==> src/rtl/adc_conv_seq.sv <==
module adc_conv_seq #(
  parameter int DIV_W = 8,
  parameter int GAP_W = 8,
  parameter int TMO_W = 16,
  parameter int RES_W = 16
) (
  input  logic             clk,
  input  logic             rst_n,
  input  logic             req_valid,
  input  logic [2:0]       req_chan,
  input  logic             req_single,
  input  logic             req_bipolar,
  input  logic [DIV_W-1:0] div_half,
  input  logic [GAP_W-1:0] byte_gap,
  input  logic [TMO_W-1:0] tmo_limit,
  output logic             sclk,
  output logic             cs_n,
  output logic             mosi,
  input  logic             miso,
  output logic             busy,
  output logic             res_valid,
  output logic [RES_W-1:0] res_data,
  output logic             res_timeout
);
  localparam int PAD = RES_W - 10;

  typedef enum logic [1:0] {S_IDLE, S_SHIFT, S_GAP} st_t;
  st_t st;

  logic [7:0]       ctrl;
  logic             bip;
  logic [DIV_W-1:0] hlim, hc;
  logic [GAP_W-1:0] glim, gc;
  logic [4:0]       bitcnt;
  logic [9:0]       code;
  logic [TMO_W-1:0] tcnt;

  assign cs_n = (st == S_IDLE);
  assign busy = ~cs_n;
  assign mosi = busy && (bitcnt < 5'd8) && ctrl[3'd7 - bitcnt[2:0]];

  always_ff @(posedge clk or negedge rst_n) begin
    if (!rst_n) begin
      st <= S_IDLE; ctrl <= '0; bip <= 1'b0; hlim <= '0; hc <= '0;
      glim <= '0; gc <= '0; bitcnt <= '0; code <= '0; tcnt <= '0;
      sclk <= 1'b0; res_valid <= 1'b0; res_data <= '0; res_timeout <= 1'b0;
    end else begin
      res_valid <= 1'b0;
      case (st)
        S_IDLE: if (req_valid) begin
          ctrl   <= {1'b1, req_chan, ~req_bipolar, req_single, 2'b11};
          bip    <= req_bipolar;
          hlim   <= (div_half == '0) ? DIV_W'(1) : div_half;
          glim   <= byte_gap;
          hc     <= '0;
          bitcnt <= '0;
          tcnt   <= '0;
          sclk   <= 1'b0;
          st     <= S_SHIFT;
        end
        S_SHIFT: begin
          if (bitcnt >= 5'd8 && tcnt != '1) tcnt <= tcnt + 1'b1;
          if (hc == hlim - 1'b1) begin
            hc <= '0;
            if (!sclk) begin
              sclk <= 1'b1;
              if (bitcnt >= 5'd9 && bitcnt <= 5'd18) code <= {code[8:0], miso};
            end else begin
              sclk   <= 1'b0;
              bitcnt <= bitcnt + 1'b1;
              if (bitcnt == 5'd23) begin
                st          <= S_IDLE;
                res_valid   <= 1'b1;
                res_data    <= bip ? {{PAD{code[9]}}, code} : {{PAD{1'b0}}, code};
                res_timeout <= (tcnt >= tmo_limit);
              end else if (bitcnt[2:0] == 3'd7 && glim != '0) begin
                gc <= '0;
                st <= S_GAP;
              end
            end
          end else begin
            hc <= hc + 1'b1;
          end
        end
        S_GAP: begin
          if (tcnt != '1) tcnt <= tcnt + 1'b1;
          if (gc == glim - 1'b1) st <= S_SHIFT;
          else gc <= gc + 1'b1;
        end
        default: st <= S_IDLE;
      endcase
    end
  end

  assert_sclk_idle_R4: assert property (@(posedge clk) disable iff (!rst_n)
    cs_n |-> !sclk);
  assert_mosi_hold_R4: assert property (@(posedge clk) disable iff (!rst_n)
    (sclk && $past(sclk)) |-> $stable(mosi));
  assert_valid_released_R9: assert property (@(posedge clk) disable iff (!rst_n)
    res_valid |-> (cs_n && !sclk));
  assert_valid_pulse_R9: assert property (@(posedge clk) disable iff (!rst_n)
    res_valid |=> !res_valid);
  assert_busy_end_R1: assert property (@(posedge clk) disable iff (!rst_n)
    $fell(busy) |-> res_valid);
endmodule

==> config.mk <==
export PLATFORM = sky130hd
export DESIGN_NAME = adc_conv_seq
export DESIGN_NICKNAME = d
export VERILOG_FILES = /design/src/rtl/adc_conv_seq.sv
export SDC_FILE = /design/constraint.sdc
export NUM_CORES = 1
export LEC_CHECK = 0
export ABC_AREA = 1
export CAP_MARGIN = 25
export CELL_PAD_IN_SITES_DETAIL_PLACEMENT = 0
export CELL_PAD_IN_SITES_GLOBAL_PLACEMENT = 1
export CORE_UTILIZATION = 50
export DETAILED_ROUTE_END_ITERATION = 6
export DONT_BUFFER_PORTS = 1
export PLACE_DENSITY = 0.94
export SETUP_SLACK_MARGIN = 0.15
export SLEW_MARGIN = 40
export SYNTH_ARGS = -nofsm -noshare
export SYNTH_HDL_FRONTEND = slang
export SYNTH_SLANG_ARGS = --single-unit
==> constraint.sdc <==
create_clock -name clk -period 4.76 [get_ports clk]
set_input_delay 0.238 -clock clk [delete_from_list [all_inputs] [get_ports clk]]
set_output_delay 0.238 -clock clk [all_outputs]
set_load 0.02 [all_outputs]
; Yosys cells after proc, flatten, opt, wreduce, memory -nomap -nowiden
; Index checks and enable logic that the tools add are counted.
; W data, S select, Z words.
[word_totals]
ff_bits = 93
[classes]
reduce_logical = 20
bitwise = 3
eq_ne = 17
addsub = 7
magnitude_cmp = 6
muxes = 36
[op_table]
columns = cell, n
row1 = $mux W16, 4
row2 = $mux W8, 8
row3 = $pmux W16 S3, 1
row4 = $pmux W8 S2, 2
row5 = $ne A2 B2 Y1 const B, 9
row6 = $add A16 B1 Y16 const B, 1
row7 = $add A8 B1 Y8 const B, 2
row8 = $eq A8 B8 Y1, 2
row9 = $ge A16 B16 Y1, 1
row10 = $ne A16 B16 Y1 const B, 1
row11 = $reduce_and A4 Y1, 4
row12 = $sub A8 B1 Y8 const B, 2
row13 = $mux W5, 3
row14 = $mux W2, 6
row15 = $ge A5 B4 Y1 const B, 2
row16 = $pmux W5 S2, 1
row17 = $logic_not A8 Y1, 1
row18 = $mux W1, 8
row19 = $reduce_bool A8 Y1, 1
row20 = $pmux W2 S3, 1
row21 = $reduce_and A6 Y1, 1
row22 = $add A5 B1 Y5 const B, 1
row23 = $eq A5 B5 Y1 const B, 1
row24 = $le A5 B5 Y1 const B, 1
row25 = 17 further kinds, 25

; Depth between registers and ports, before layout
[depth]
ltp_word = 7
mapped_depth = 17
mapped_depth_nobuf = 16

; Least setup slack after synthesis
; No wires, ideal clock.
[synth_path]
kind = register -> register
from = register hlim[0]
to = register res_data[14]
setup_slack_ns = 2.927
t_arrival_ns = 1.715
setup_ns = 0.118
stages_incl_launch_ff = 12
cell_sequence = dfrtp_1 -> inv_1 -> ha_1 -> nand2_1 -> nand4_1 -> a21oi_1 -> nand4_1 -> nor3b_2 -> nand2_1 -> clkbuf_1 -> nand2_1 -> nand2_1
[synth_between]
elab_chain_len = 3
[synth_lines]
columns = item, line
row1 = "start, declared", 32  ; logic [DIV_W-1:0] hlim, hc;
row2 = "start signal, assigned", 53  ; hlim <= (div_half == '0) ? DIV_W'(1) : div_half;
row3 = $sub A8 B1 Y8, 63  ; if (hc == hlim - 1'b1) begin
row4 = $eq A8 B8 Y1, 63
row5 = $reduce_and A4 Y1 (no source line), --
row6 = "end signal, assigned", 74  ; res_data <= bip ? {{PAD{code[9]}}, code} : {{PAD{1'b0}}, code};
row7 = "end, declared", 22  ; output logic [RES_W-1:0] res_data,
; No other way between the ends.
; A chain may end at the register's enable or synchronous reset.

; Worst setup path after layout
; Same ends and word-level chain as after synthesis.

==> results.md <==
* Total number of vias at 4474
* Largest fanout on the critical path at 12
* CP dominant cell by count: nand2_1
* Yosys synthesis warning count at 0
* Status: completed
* Die footprint at 11200 µm²
* Core Region at 10400 µm²
* Sequential area share after synthesis at 40.0%
* Clk_skew at 13.2 ps
* # DRC at 0
* CP max stage delay at 610 ps
* Max Clock Freq at 0.388 GHz
* Tot Pwr at 2600 µW
* Die span in y at 106 µm
* Required @ worst endpoint at 5010 ps
* Commonest cells after routing, fill and taps aside: nand2_1, inv_1, dfrtp_1, nor2_1, nand3_1
* Hold path cells at 2
* CP Launch Type: flop
* Crit-path leading delay family: simple AND/OR/NAND/NOR gates
* Critical Path Sink Type: flop
* N_diodes at 0
* Slew headroom at 44.8%
* Top_reg_cell synth: dfrtp_1
* Worst R2R End: res_data[14]$_DFFE_PN0P_
* Slew @ Worst Pin at 822 ps
* Antenna violations before repair at 0
* Final Wtd Congestion at 0.804
* # Post-CTS Setup Buffers at 0
* Clk buf depth at 2
* Layout Nets at 814
* Layout area overhead at 7.47%
* Setup TNS at 0 ps
* Synthesized Nets at 807
* Top-area cell type share of the netlist area at 40.0%
* Hold_buf cts at 14
* DP Wirelength at 8.34 mm
* Vias in the first global route at 4323
* CTS Sinks at 86
* Worst setup path category: reg -> reg
* CTS H-tree lvls at 3
* FF-to-FF setup slack at 2180 ps
* Lkg Pwr at 0.00310 µW
* Fraction of the cycle the final worst path needs at 54.2%
* Crit path buf inv count at 1
* Detail Route Antenna Nets at 0
* Post-Layout Inst Area at 5780 µm²
* Starting DRT DRC Count at 207
* Layout cells sized above 1 at 5.74%
* Port Buf Inserts at 0
* Worst vdd ir at 0.269 mV
* #FFs+latches synth at 86
* Row count at 37
* Worst Reg-to-Reg Cells at 11
* Worst-path clk slew at 90 ps
* # setup viols final at 0
* Top cells by area, synth: dfrtp_1, nand2_1, ha_1
* Die width at 106 µm
* Root buf cell: clkbuf_8
* CP arrival at 2830 ps
* TritonCTS buffer count at 9
* CTS tree: yes
* Most common cell after layout, fill and taps aside: nand2_1
* Placed cell area at 5430 µm²
* Synth unique cells at 37
* Clk Latency, worst-skew pair at 370 ps
* Drt first pass iters at 4
* RSZ-0062 raised after global routing: no
* Cell taking the most area after synthesis: dfrtp_1
* CTS resizes at 0
* Final slew viol count at 0
* Hold Slack at 22.5 ps
* Worst path slowest cell: nor3b_2
* Critical path depth at 11
* Initial Util at 51.9%
* Largest net degree at the start of global routing at 87
* # IOs at 63
* Syn avg cell area at 7.30 µm²
* Grt ovf at 0
* Worst reg2reg path startpoint: hlim[0]$_DFFE_PN0P_
* Hold Path Origin: byte_gap[0]
* Final Hold Viols at 0
* CP Launch Point: hlim[0]$_DFFE_PN0P_
* Final min period at 2580 ps
* Critical Path End: res_data[14]$_DFFE_PN0P_
* Synthesized instance count at 737
* Cell Chain, Critical Path: inv_1 > ha_1 > nand3_2 > nor2_1 > nand2_1 > nand2_1 > nand3_1 > nor3b_2 > nand2_1 > nand2_1 > nand2_1
* FILL cells at 991
* Post-synth ARST share at 100%
* Post-synthesis cell area at 5380 µm²
* P per Cell Area at 450 nW/µm²
* Max_cap viols at 0
* Hold Path Class: in -> reg
* Overall Global Routing Usage at 22.3%
* Via-to-Cell Ratio at 5.06
* Drt wl/cell at 13.0 µm
* Routed wire length at 11.5 mm
* Post-synth EDFFs at 0
* First-pass GRT wire length at 19.9 mm
-- kinds of logic (layout without fill, tap and decap cells) --
group	count (synthesis)	count (layout)	synth area share, %
fa+ha+maj	29	29	6.75
simple gates	406	406	32.2
xor+xnor	29	29	4.72
buf+inv	119	131	9.21
flops	86	86	40.0
compound gates	68	68	7.05
-- worst min path at each step --
stage	end	slack [ps]
floorplan	bip$_DFFE_PN0P_	-60
global placement	glim[0]$_DFFE_PN0P_	-60
detailed placement	glim[4]$_DFFE_PN0P_	-60
CTS	glim[6]$_DFFE_PN0P_	4
global route	glim[0]$_DFFE_PN0P_	10
finish	glim[0]$_DFFE_PN0P_	20
-- registers in the layout (all words and copies together) (netlist names) --
register,count
tcnt,16
code,10
st,2
hlim,8
sclk,1
res_valid,1
gc,8
hc,8
bip,1
bitcnt,5
res_data,11
glim,8
ctrl,6
res_timeout,1
-- final cells by class --
type	instances	area [µm²]	area share [%]
clock buffers	9	124	2.14
clock inverters	7	55.1	0.953
inverters	99	372	6.43
multi-input cells	532	2730	47.2
flip-flops and latches	86	2150	37.3
well taps	136	170	2.94
repair buffers	16	175	3.03
-- per-layer routing --
layer / GRT usage, % / wire length (µm) / vias to the layer above
met5: 0 / 0 / -
met4: 6.45 / 91 / 0
met3: 4.95 / 409 / 6
met2: 37.4 / 5460 / 71
met1: 28.7 / 5550 / 2084
li1: - / - / 2313
-- synthesized netlist by cell type (6+ instances only) --
| cell type | instances |
|---|---|
| nor2_2 | 6 |
| dfrtp_1 | 86 |
| nor3_1 | 8 |
| ha_1 | 29 |
| buf_4 | 8 |
| xnor2_1 | 9 |
| nand4_1 | 12 |
| nand3_1 | 47 |
| clkbuf_1 | 7 |
| o21bai_1 | 9 |
| o21ai_0 | 30 |
| a21oi_1 | 19 |
| inv_1 | 93 |
| xor2_1 | 20 |
| nand2_1 | 252 |
| nor2_1 | 61 |
-- where the power goes --
group / leakage (µW) / switching [µW] / internal (µW)
registers: 0.00114 / 143 / 861
clock network: 0.0000866 / 290 / 195
logic: 0.00187 / 774 / 340
-- stage by stage --
step                      cells  utilization (%)  setup slack [ps]
after detailed placement    854             52.4              2170
after global placement      854             52.4              2260
final                       885             55.7              2180
after global routing        885             55.7              1790
after floorplan             737                -              2930
after CTS                   884             55.6              2170
Power figures use the tool's default switching activity.
